**config.mk**
```make
export PLATFORM = sky130hd
export DESIGN_NAME = phy_cfg_regs
export DESIGN_NICKNAME = d
export VERILOG_FILES = /design/src/rtl/phy_cfg_pkg.sv /design/src/rtl/cfg_addr_dec.sv /design/src/rtl/cfg_mask_reg.sv /design/src/rtl/cfg_read_mux.sv /design/src/rtl/phy_cfg_regs.sv
export SDC_FILE = /design/constraint.sdc
export NUM_CORES = 1
export LEC_CHECK = 0
export ABC_AREA = 0
export CAP_MARGIN = 40
export CORE_MARGIN = 5
export CORE_UTILIZATION = 48
export CTS_BUF_LIST = sky130_fd_sc_hd__clkbuf_4
export CTS_CLUSTER_SIZE = 10
export DETAILED_ROUTE_END_ITERATION = 10
export GPL_ROUTABILITY_DRIVEN = 0
export GPL_TIMING_DRIVEN = 1
export PLACE_DENSITY = 0.91
export SYNTH_ARGS = -nofsm -noshare
export SYNTH_HDL_FRONTEND = slang
export SYNTH_SLANG_ARGS = --single-unit
```
**constraint.sdc**
```tcl
create_clock -name clk -period 2.8 [get_ports clk]
set_input_delay 0.42 -clock clk [delete_from_list [all_inputs] [get_ports clk]]
set_output_delay 0.42 -clock clk [all_outputs]
set_load 0.005 [all_outputs]
```
**src/rtl/phy_cfg_pkg.sv**
```systemverilog
package phy_cfg_pkg;

  localparam int unsigned NUM_CTRL   = 7;
  localparam int unsigned REG_STRIDE = 4;
  localparam int unsigned STATUS_IDX = 8;   // status word sits at 8 * stride
  localparam int unsigned STAT_W     = 7;

  // Field layout of control register 0 (bits 13:0)
  typedef struct packed {
    logic [1:0] freq;
    logic       otap_en;
    logic [3:0] otap_sel;
    logic       itap_win;
    logic [4:0] itap_sel;
    logic       itap_en;
  } tap_cfg_t;

  // Field layout of control register 6 (bits 12:0)
  typedef struct packed {
    logic [3:0] icp_trim;
    logic       rtrim_en;
    logic       rtrim_go;
    logic [2:0] drv;
    logic [1:0] retain;
    logic       dll_en;
    logic       pwr_up;
  } pwr_cfg_t;

endpackage

```
**src/rtl/cfg_addr_dec.sv**
```systemverilog
module cfg_addr_dec #(
  parameter int unsigned ADDR_W     = 8,
  parameter int unsigned NUM_CTRL   = 7,
  parameter int unsigned REG_STRIDE = 4,
  parameter int unsigned STATUS_IDX = 8
) (
  input  logic                clk,
  input  logic                rst_n,
  input  logic [ADDR_W-1:0]   addr,
  output logic [NUM_CTRL-1:0] ctrl_hit,
  output logic                stat_hit,
  output logic                miss
);

  localparam logic [ADDR_W-1:0] STAT_OFF = ADDR_W'(STATUS_IDX * REG_STRIDE);

  for (genvar i = 0; i < NUM_CTRL; i++) begin : g_hit
    assign ctrl_hit[i] = (addr == ADDR_W'(i * REG_STRIDE));
  end

  assign stat_hit = (addr == STAT_OFF);
  assign miss     = ~stat_hit & ~(|ctrl_hit);


  one_target_chk: assert property (@(posedge clk) disable iff (!rst_n)
    $onehot0({ctrl_hit, stat_hit}));

endmodule

```
**src/rtl/cfg_mask_reg.sv**
```systemverilog
module cfg_mask_reg #(
  parameter int unsigned DATA_W = 32
) (
  input  logic                  clk,
  input  logic                  rst_n,
  input  logic                  wr_hit,
  input  logic [DATA_W-1:0]     wdata,
  output logic [DATA_W/2-1:0]   q
);

  localparam int unsigned HALF_W = DATA_W / 2;

  logic [HALF_W-1:0] bit_en;
  logic [HALF_W-1:0] bit_val;
  logic [HALF_W-1:0] q_nxt;

  assign bit_en  = wdata[DATA_W-1:HALF_W];
  assign bit_val = wdata[HALF_W-1:0];

  always_comb begin
    q_nxt = q;
    if (wr_hit) begin
      q_nxt = (q & ~bit_en) | (bit_val & bit_en);
    end
  end

  always_ff @(posedge clk or negedge rst_n) begin
    if (!rst_n) begin
      q <= '0;
    end else if (wr_hit) begin
      q <= q_nxt;
    end
  end


  take_enabled_chk: assert property (@(posedge clk) disable iff (!rst_n)
    wr_hit |=> (((q ^ $past(wdata[HALF_W-1:0])) & $past(wdata[DATA_W-1:HALF_W])) == '0));


  keep_masked_chk: assert property (@(posedge clk) disable iff (!rst_n)
    wr_hit |=> (((q ^ $past(q)) & ~$past(wdata[DATA_W-1:HALF_W])) == '0));


  idle_hold_chk: assert property (@(posedge clk) disable iff (!rst_n)
    !wr_hit |=> $stable(q));

endmodule

```
**src/rtl/cfg_read_mux.sv**
```systemverilog
module cfg_read_mux #(
  parameter int unsigned DATA_W   = 32,
  parameter int unsigned NUM_CTRL = 7,
  parameter int unsigned STAT_W   = 7
) (
  input  logic [NUM_CTRL-1:0]                ctrl_hit,
  input  logic                               stat_hit,
  input  logic [NUM_CTRL-1:0][DATA_W/2-1:0]  ctrl_q,
  input  logic [STAT_W-1:0]                  stat_word,
  output logic [DATA_W-1:0]                  rd_word
);

  localparam int unsigned HALF_W = DATA_W / 2;

  logic [HALF_W-1:0] low_half;

  always_comb begin
    low_half = '0;
    for (int i = 0; i < NUM_CTRL; i++) begin
      if (ctrl_hit[i]) begin
        low_half = low_half | ctrl_q[i];
      end
    end
    if (stat_hit) begin
      low_half = low_half | HALF_W'(stat_word);
    end
  end

  assign rd_word = {{HALF_W{1'b0}}, low_half};

endmodule

```
**src/rtl/phy_cfg_regs.sv**
```systemverilog
module phy_cfg_regs
  import phy_cfg_pkg::*;
#(
  parameter int unsigned ADDR_W = 8,
  parameter int unsigned DATA_W = 32
) (
  input  logic                  clk,
  input  logic                  rst_n,
  input  logic                  bus_sel,
  input  logic                  bus_wr,
  input  logic [ADDR_W-1:0]     bus_addr,
  input  logic [DATA_W-1:0]     bus_wdata,
  output logic [DATA_W-1:0]     bus_rdata,
  input  logic                  st_cal_done,
  input  logic                  st_dll_ready,
  input  logic [3:0]            st_trim_code,
  input  logic                  st_ext_res,
  output logic [1:0]            freq_sel,
  output logic                  otap_en,
  output logic [3:0]            otap_sel,
  output logic                  itap_win,
  output logic [4:0]            itap_sel,
  output logic                  itap_en,
  output logic [4:0][15:0]      aux_cfg,
  output logic [3:0]            dll_icp_trim,
  output logic                  rtrim_en,
  output logic                  rtrim_go,
  output logic [2:0]            drv_type,
  output logic [1:0]            retain,
  output logic                  dll_en,
  output logic                  phy_pwr_up
);

  localparam int unsigned HALF_W = DATA_W / 2;
  localparam int unsigned TAP_W  = $bits(tap_cfg_t);
  localparam int unsigned PWR_W  = $bits(pwr_cfg_t);

  logic [NUM_CTRL-1:0]              ctrl_hit;
  logic                             stat_hit;
  logic                             addr_miss;
  logic [NUM_CTRL-1:0][HALF_W-1:0]  ctrl_q;
  logic [STAT_W-1:0]                stat_word;
  logic [DATA_W-1:0]                rd_word;
  logic                             rd_fire;
  logic                             wr_fire;
  logic [DATA_W-1:0]                rdata_nxt;
  tap_cfg_t                         tap_f;
  pwr_cfg_t                         pwr_f;
  logic                             unused_bits;

  assign rd_fire = bus_sel & ~bus_wr;
  assign wr_fire = bus_sel &  bus_wr;

  cfg_addr_dec #(
    .ADDR_W     (ADDR_W),
    .NUM_CTRL   (NUM_CTRL),
    .REG_STRIDE (REG_STRIDE),
    .STATUS_IDX (STATUS_IDX)
  ) u_dec (
    .clk      (clk),
    .rst_n    (rst_n),
    .addr     (bus_addr),
    .ctrl_hit (ctrl_hit),
    .stat_hit (stat_hit),
    .miss     (addr_miss)
  );

  for (genvar i = 0; i < NUM_CTRL; i++) begin : g_reg
    cfg_mask_reg #(
      .DATA_W (DATA_W)
    ) u_reg (
      .clk    (clk),
      .rst_n  (rst_n),
      .wr_hit (wr_fire & ctrl_hit[i]),
      .wdata  (bus_wdata),
      .q      (ctrl_q[i])
    );
  end

  assign stat_word = {st_cal_done, st_dll_ready, st_trim_code, st_ext_res};

  cfg_read_mux #(
    .DATA_W   (DATA_W),
    .NUM_CTRL (NUM_CTRL),
    .STAT_W   (STAT_W)
  ) u_mux (
    .ctrl_hit  (ctrl_hit),
    .stat_hit  (stat_hit),
    .ctrl_q    (ctrl_q),
    .stat_word (stat_word),
    .rd_word   (rd_word)
  );

  always_comb begin
    rdata_nxt = bus_rdata;
    if (rd_fire) begin
      rdata_nxt = rd_word;
    end
  end

  always_ff @(posedge clk or negedge rst_n) begin
    if (!rst_n) begin
      bus_rdata <= '0;
    end else if (rd_fire) begin
      bus_rdata <= rdata_nxt;
    end
  end

  // Field fan-out
  assign tap_f = ctrl_q[0][TAP_W-1:0];
  assign pwr_f = ctrl_q[NUM_CTRL-1][PWR_W-1:0];

  assign freq_sel     = tap_f.freq;
  assign otap_en      = tap_f.otap_en;
  assign otap_sel     = tap_f.otap_sel;
  assign itap_win     = tap_f.itap_win;
  assign itap_sel     = tap_f.itap_sel;
  assign itap_en      = tap_f.itap_en;

  for (genvar j = 0; j < 5; j++) begin : g_aux
    assign aux_cfg[j] = ctrl_q[j+1];
  end

  assign dll_icp_trim = pwr_f.icp_trim;
  assign rtrim_en     = pwr_f.rtrim_en;
  assign rtrim_go     = pwr_f.rtrim_go;
  assign drv_type     = pwr_f.drv;
  assign retain       = pwr_f.retain;
  assign dll_en       = pwr_f.dll_en;
  assign phy_pwr_up   = pwr_f.pwr_up;

  assign unused_bits = ^{ctrl_q[0][HALF_W-1:TAP_W], ctrl_q[NUM_CTRL-1][HALF_W-1:PWR_W]};


  miss_reads_zero_chk: assert property (@(posedge clk) disable iff (!rst_n)
    (rd_fire && addr_miss) |=> (bus_rdata == '0));


  upper_half_zero_chk: assert property (@(posedge clk) disable iff (!rst_n)
    bus_rdata[DATA_W-1:HALF_W] == '0);


  stray_write_chk: assert property (@(posedge clk) disable iff (!rst_n)
    (wr_fire && (stat_hit || addr_miss)) |=> $stable(ctrl_q));


  rdata_hold_chk: assert property (@(posedge clk) disable iff (!rst_n)
    !rd_fire |=> $stable(bus_rdata));


  status_read_chk: assert property (@(posedge clk) disable iff (!rst_n)
    (rd_fire && stat_hit) |=> (bus_rdata == DATA_W'($past(stat_word))));

endmodule

```
==> reports/qor.yml, run 1 <==
drt-wirelength-per-cell_um: 21.3
grt_remaining_overflow: 0
min_period_ns: 2.13
cp.required_ns: 3.22
hold_class: "in -> reg"
routed_wl_mm: 20.0
tightest_slew_ns: 0.691
vdd_drop_max_uv: 462
worstSetupPathType: "in -> reg"
seq_area_frac_synth: 0.443
rsz0062_at_grt: "false"
routedLengthMet1_mm: 7.96
layout-drive-gt1-share: 0.247
dp_hpwl_mm: 14.5
vias: 5201
start_util: 0.494
hold_viol_final: 0
core_area_um2: 14600
ys_ff_latch: 128
maxSlewViolCount: 0
grt.total_usage: 0.230
htree_levels: 4
yosysWarnings: 0
ys.flop_type: "dfrtp_1"
cap_viol_max_count: 0
timing.fmax_ghz: 0.469
crit_chain: "clkdlybuf4s50_1 > buf_4 > or4b_4 > nor4_4 > buf_4 > nand2_1 > mux2_1"
pin_count: 190
fin_skew_ns: 0.0151
worstSkewPairLatency_ns: 0.54
grt_max_degree: 129
rows: 44
crit_top_cell: "buf_4"
dieWidth_um: 133
cp_slowest_cell: "or4b_4"
synth_top_area_share: 0.443
power.total_uw: 3860
relSlewSlack: 0.539
synth_edf_count: 0
grt_pass1_wl_mm: 31.6
die_height_um: 133
setup-violations-final: 0
synthTopCellsByArea: "dfrtp_1, mux2_2, buf_4"
fin_util: 0.605
yosys.area.top_type: "dfrtp_1"
grt_pass1_vias: 5652
tritoncts: "done"
cp_max_fo: 10
ant_nets: 0
outcome: "completed"
final.setup.tns_ns: 0
crit_family: "simple AND/OR/NAND/NOR gates"
crit_arrival_ns: 2.55
start_kind: "primary input"
whs_ns: 0.495
synth_common_cells: "dfrtp_1, buf_4, nand2_1, mux2_2, nor2_1"
p_per_area_nw_per_um2: 436
die_area_um2: 17600
area_delta_synth_final_pct: 22.5
total_leakage_power_uw: 0.00393
crit_path_end_kind: "flip-flop"
portBuffers: 173
cp_num_buf_inv: 3
antenna_found_initial: 1
syn-mean-instance-area_um2: 11.3
drc: 0
finalCritPeriodShare: 0.761
clock-sinks: 128
via_per_inst: 5.54
syn-cell-area_um2: 7230
top_layer: "met4"
numCtsBuffers: 17
firstDrtPassIters: 5
dr_wl_met3_mm: 1.52
nNetsFinal: 791
routed-wl-met2_mm: 9.72
cts-root-buf: "clkbuf_4"
max_stage_delay_ns: 0.60
synth.most_common_cell: "dfrtp_1"
async_flop_share: 1.00
clk_pin_slew_worst_paths_ns: 0.11
syn_inst: 638
drt_iter0_markers: 368
yosysUniqueCellTypes: 41
clockBufferDepth: 2
metal layers:
metal | vias to the layer above | track usage
met3 | 52 | 0.0569
met1 | 2576 | 0.285
met4 | 0 | 0.115
met5 | - | 0
met2 | 252 | 0.377
li1 | 2321 | -
path summary, 6_finish.rpt:
check	to	depth (start not counted)	slack, ns	from
max reg2reg	bus_rdata[14]	3	1.40	flip-flop
max in group asynchronous	asynchronous set/reset pin	3	1.75	rst_n
min	bus_rdata[1]	5	0.49	bus_addr[3]
min in group asynchronous	asynchronous set/reset pin	3	0.51	rst_n
max	flip-flop	7	0.67	bus_addr[5]
min reg2reg	flip-flop	1	0.52	flip-flop
area by class of cell:
| type | instances | area (um2) |
|---|---|---|
| diodes | 1 | 2.50 |
| clock inverters | 14 | 195 |
| fillers | 1149 | 5790 |
| inverters | 2 | 7.51 |
| repair buffers | 207 | 2000 |
| well taps | 184 | 230 |
| clock buffers | 18 | 135 |
| flip-flops and latches | 128 | 3200 |
| multi-input cells | 384 | 3080 |
power breakdown:
part | leakage, uW | total [uW] | switching [uW] | internal [uW]
logic | 0.00200 | 447 | 227 | 221
clock network | 0.000180 | 1480 | 686 | 793
registers | 0.00175 | 1930 | 37.2 | 1900
logic make-up after synthesis:
| group | count (synthesis) | share of synthesized area |
|---|---|---|
| flip-flops | 128 | 0.443 |
| buffers and inverters | 141 | 0.140 |
| AO/OA/AOI/OAI | 51 | 0.0578 |
| other | 1 | 0.000519 |
| AND/OR/NAND/NOR | 176 | 0.118 |
| multiplexers | 141 | 0.241 |
through the flow:
stage / setup WS [ns] / cell area (um2) / cells
2_1_floorplan: 0.656 / 7290 / 653
3_3_place_gp: 0.198 / 8520 / 904
3_5_place_dp: 0.136 / 8520 / 904
4_1_cts: 0.723 / 8860 / 937
5_1_grt: 0.655 / 8860 / 938
6_report: 0.670 / 8860 / 938
cells in the final DEF (no fill, tap or decap), types with 3 or more instances in the layout:
| cell | Yosys | layout |
|---|---|---|
| mux2_1 | 18 | 18 |
| o2bb2ai_1 | 9 | 9 |
| conb_1 | 1 | 16 |
| a22o_1 | 5 | 5 |
| nand2_1 | 117 | 117 |
| nor2_1 | 27 | 27 |
| a221oi_1 | 8 | 8 |
| buf_4 | 119 | 32 |
| dfrtp_1 | 128 | 128 |
| mux2_2 | 84 | 84 |
| or4_1 | 4 | 4 |
| bufinv_16 | 0 | 5 |
| mux2_4 | 11 | 11 |
| a32oi_1 | 6 | 6 |
| a31oi_1 | 7 | 7 |
| a22oi_1 | 5 | 5 |
| clkbuf_4 | 0 | 18 |
| mux2i_1 | 16 | 16 |
| nor4_4 | 5 | 5 |
| clkinv_2 | 0 | 6 |
| nor2b_1 | 7 | 5 |
| o32a_1 | 3 | 3 |
| clkdlybuf4s50_1 | 0 | 170 |
| mux4_2 | 12 | 12 |
tightest hold or removal path, stage by stage:
cell and delay [ns]:
buf_2 0.10, buf_4 0.24, nor2_1 0.07, o21ai_0 0.07, a31oi_1 0.09
timing repair:
action	4_1_cts	5_1_grt
gates resized for setup	0	0
endpoints found under the hold margin	44	0
hold buffers	1	0
buffers inserted	0	0
Power figures use the tool's default switching activity.
==> run 2, diff against run 1 <==
==> constraint.sdc (replaced) <==
create_clock -name clk -period 2 [get_ports clk]
set_input_delay 0.3 -clock clk [delete_from_list [all_inputs] [get_ports clk]]
set_output_delay 0.3 -clock clk [all_outputs]
set_load 0.005 [all_outputs]
==> reports/qor.yml, run 2 (synthesized netlist as in run 1, its figures left out) <==
cp.required_ns: 2.45  # -0.77 ns
die_area_um2: 17600  # unchanged
use_met3: 0.0626  # +0.00569
nNetsFinal: 814  # +2.9%
finalWorstSetupSlack_ns: 0.0639  # -0.606 ns
grt_pass1_wl_mm: 32.6  # +3.2%
die_height_um: 133  # unchanged
final_common_cell: "clkdlybuf4s50_1"
drt-wirelength-per-cell_um: 21.7  # +2.1%
cap_viol_max_count: 0  # unchanged
crit_arrival_ns: 2.39  # -0.16 ns
ff2ff_path_depth: 3  # unchanged
p_per_area_nw_per_um2: 581  # +33%
ant_nets: 0  # unchanged
clock-sinks: 128  # unchanged
tritoncts: "done"
grt.met1_usage: 0.291  # +0.00588
pin_count: 190  # unchanged
antenna_found_initial: 0  # -1
start_util: 0.494  # unchanged
grt_max_degree: 50  # -61%
cp_max_fo: 6  # -4
start_kind: "primary input"
finalCritPeriodShare: 0.968
outcome: "completed"
dp_hpwl_mm: 15.4  # +6.4%
setup-violations-final: 0  # unchanged
fin_skew_ns: 0.0182  # +0.00308 ns
firstDrtPassIters: 5  # unchanged
grt_pass1_vias: 5780  # +2.3%
maxSlewViolCount: 0  # unchanged
vias: 5424  # +4.3%
vdd_drop_max_uv: 432  # -6.5%
cts-root-buf: "clkbuf_4"
total_leakage_power_uw: 0.00403  # +2.6%
timing.fmax_ghz: 0.517
htree_levels: 4  # unchanged
hold_class: "in -> async"
crit_path_end_kind: "flip-flop"
clockBufferDepth: 2  # unchanged
portBuffers: 173  # unchanged
via_per_inst: 5.65  # +1.9%
area_delta_synth_final_pct: 25.1
layout-drive-gt1-share: 0.268  # +0.0210
clk_pin_slew_worst_paths_ns: 0.13  # +0.02 ns
grt.busiest_layer: "met2"
worstSkewPairLatency_ns: 0.57  # +0.03 ns
whs_ns: 0.211  # -0.284 ns
worstSetupPathType: "in -> reg"
fin_util: 0.618  # +0.0127
met2_usage: 0.400  # +0.0233
rsz0062_at_grt: "false"
layout_common_cells: "clkdlybuf4s50_1, dfrtp_1, nand2_1"
routed_wl_mm: 20.8  # +4.5%
min_period_ns: 1.94
r2r_end: "bus_rdata[12]"
dieWidth_um: 133  # unchanged
dp_slack_ns: -0.494  # -0.630 ns
rows: 44  # unchanged
worst-r2r-setup-slack_ns: 0.54  # -0.86 ns
n_antenna_cell: 0  # -1
drc: 0  # unchanged
core_area_um2: 14600  # unchanged
grt_remaining_overflow: 0  # unchanged
drt_iter0_markers: 394  # +7.1%
grt.total_usage: 0.239  # +0.00830
numCtsBuffers: 17  # unchanged
hold_viol_final: 0  # unchanged
[run 2: changes by cell type in the layout (fill, tap and decap cells not counted), moves of 2 or more]
cell	previous run	this run
buf_12	2	6
clkinvlp_4	1	3
clkinv_4	0	3
clkinv_2	6	2
bufinv_16	5	3
buf_4	32	51
[run 2: worst max path at each step]
stage,cells past startpoint,slack (ns),start,end
2_1_floorplan,6,-0.01,bus_addr[5],flip-flop
3_3_place_gp,8,-0.45,bus_addr[4],flip-flop
3_5_place_dp,7,-0.49,bus_addr[5],flip-flop
4_1_cts,7,0.11,bus_addr[5],flip-flop
5_1_grt,7,0.006,bus_addr[5],flip-flop
6_report,7,0.06,bus_addr[5],flip-flop
[run 2: final cells by class]
cell class / count / area, um2
Clock inverter: 15 / 169
Timing Repair Buffer: 230 / 2220
Inverter: 2 / 7.51
Clock buffer: 17 / 128
Multi-Input combinational cell: 384 / 3080
Sequential cell: 128 / 3200
Fill cell: 1130 / 5600
Tap cell: 184 / 230
[run 2: through the flow]
step	instance area, um2	power [uW]	TNS [ns]	cells
4_1_cts	9040	5290	0	960
6_report	9040	5260	0	960
5_1_grt	9040	5460	0	960
3_3_place_gp	8740	3400	-47.58	927
3_5_place_dp	8740	3420	-52.81	927
2_1_floorplan	7290	3000	-0.124	653
[run 2: power breakdown]
part           internal (uW)  switching (uW)
Sequential              2650            52.0
Combinational            336             327
Clock                    856            1030
[run 2: repair_timing]
item | 4_1_cts | 5_1_grt
hold buffers | 1 | 0
gates resized for setup | 0 | 0
endpoints found under the hold margin | 32 | 0
setup buffers | 0 | 0
endpoints found under the setup margin | 0 | 0
[run 2: routing by layer]
metal,routed length (um),up-vias
met3,1470,53
met4,715,0
met5,0,-
met1,8210,2718
li1,-,2381
met2,10500,272
[run 2: critical path: stages]
cell             delay [ns]
clkdlybuf4s50_1        0.42
or4_1                  0.64
buf_4                  0.22
nor3_4                 0.21
buf_4                  0.20
nand2_1                0.09
mux2_2                 0.30
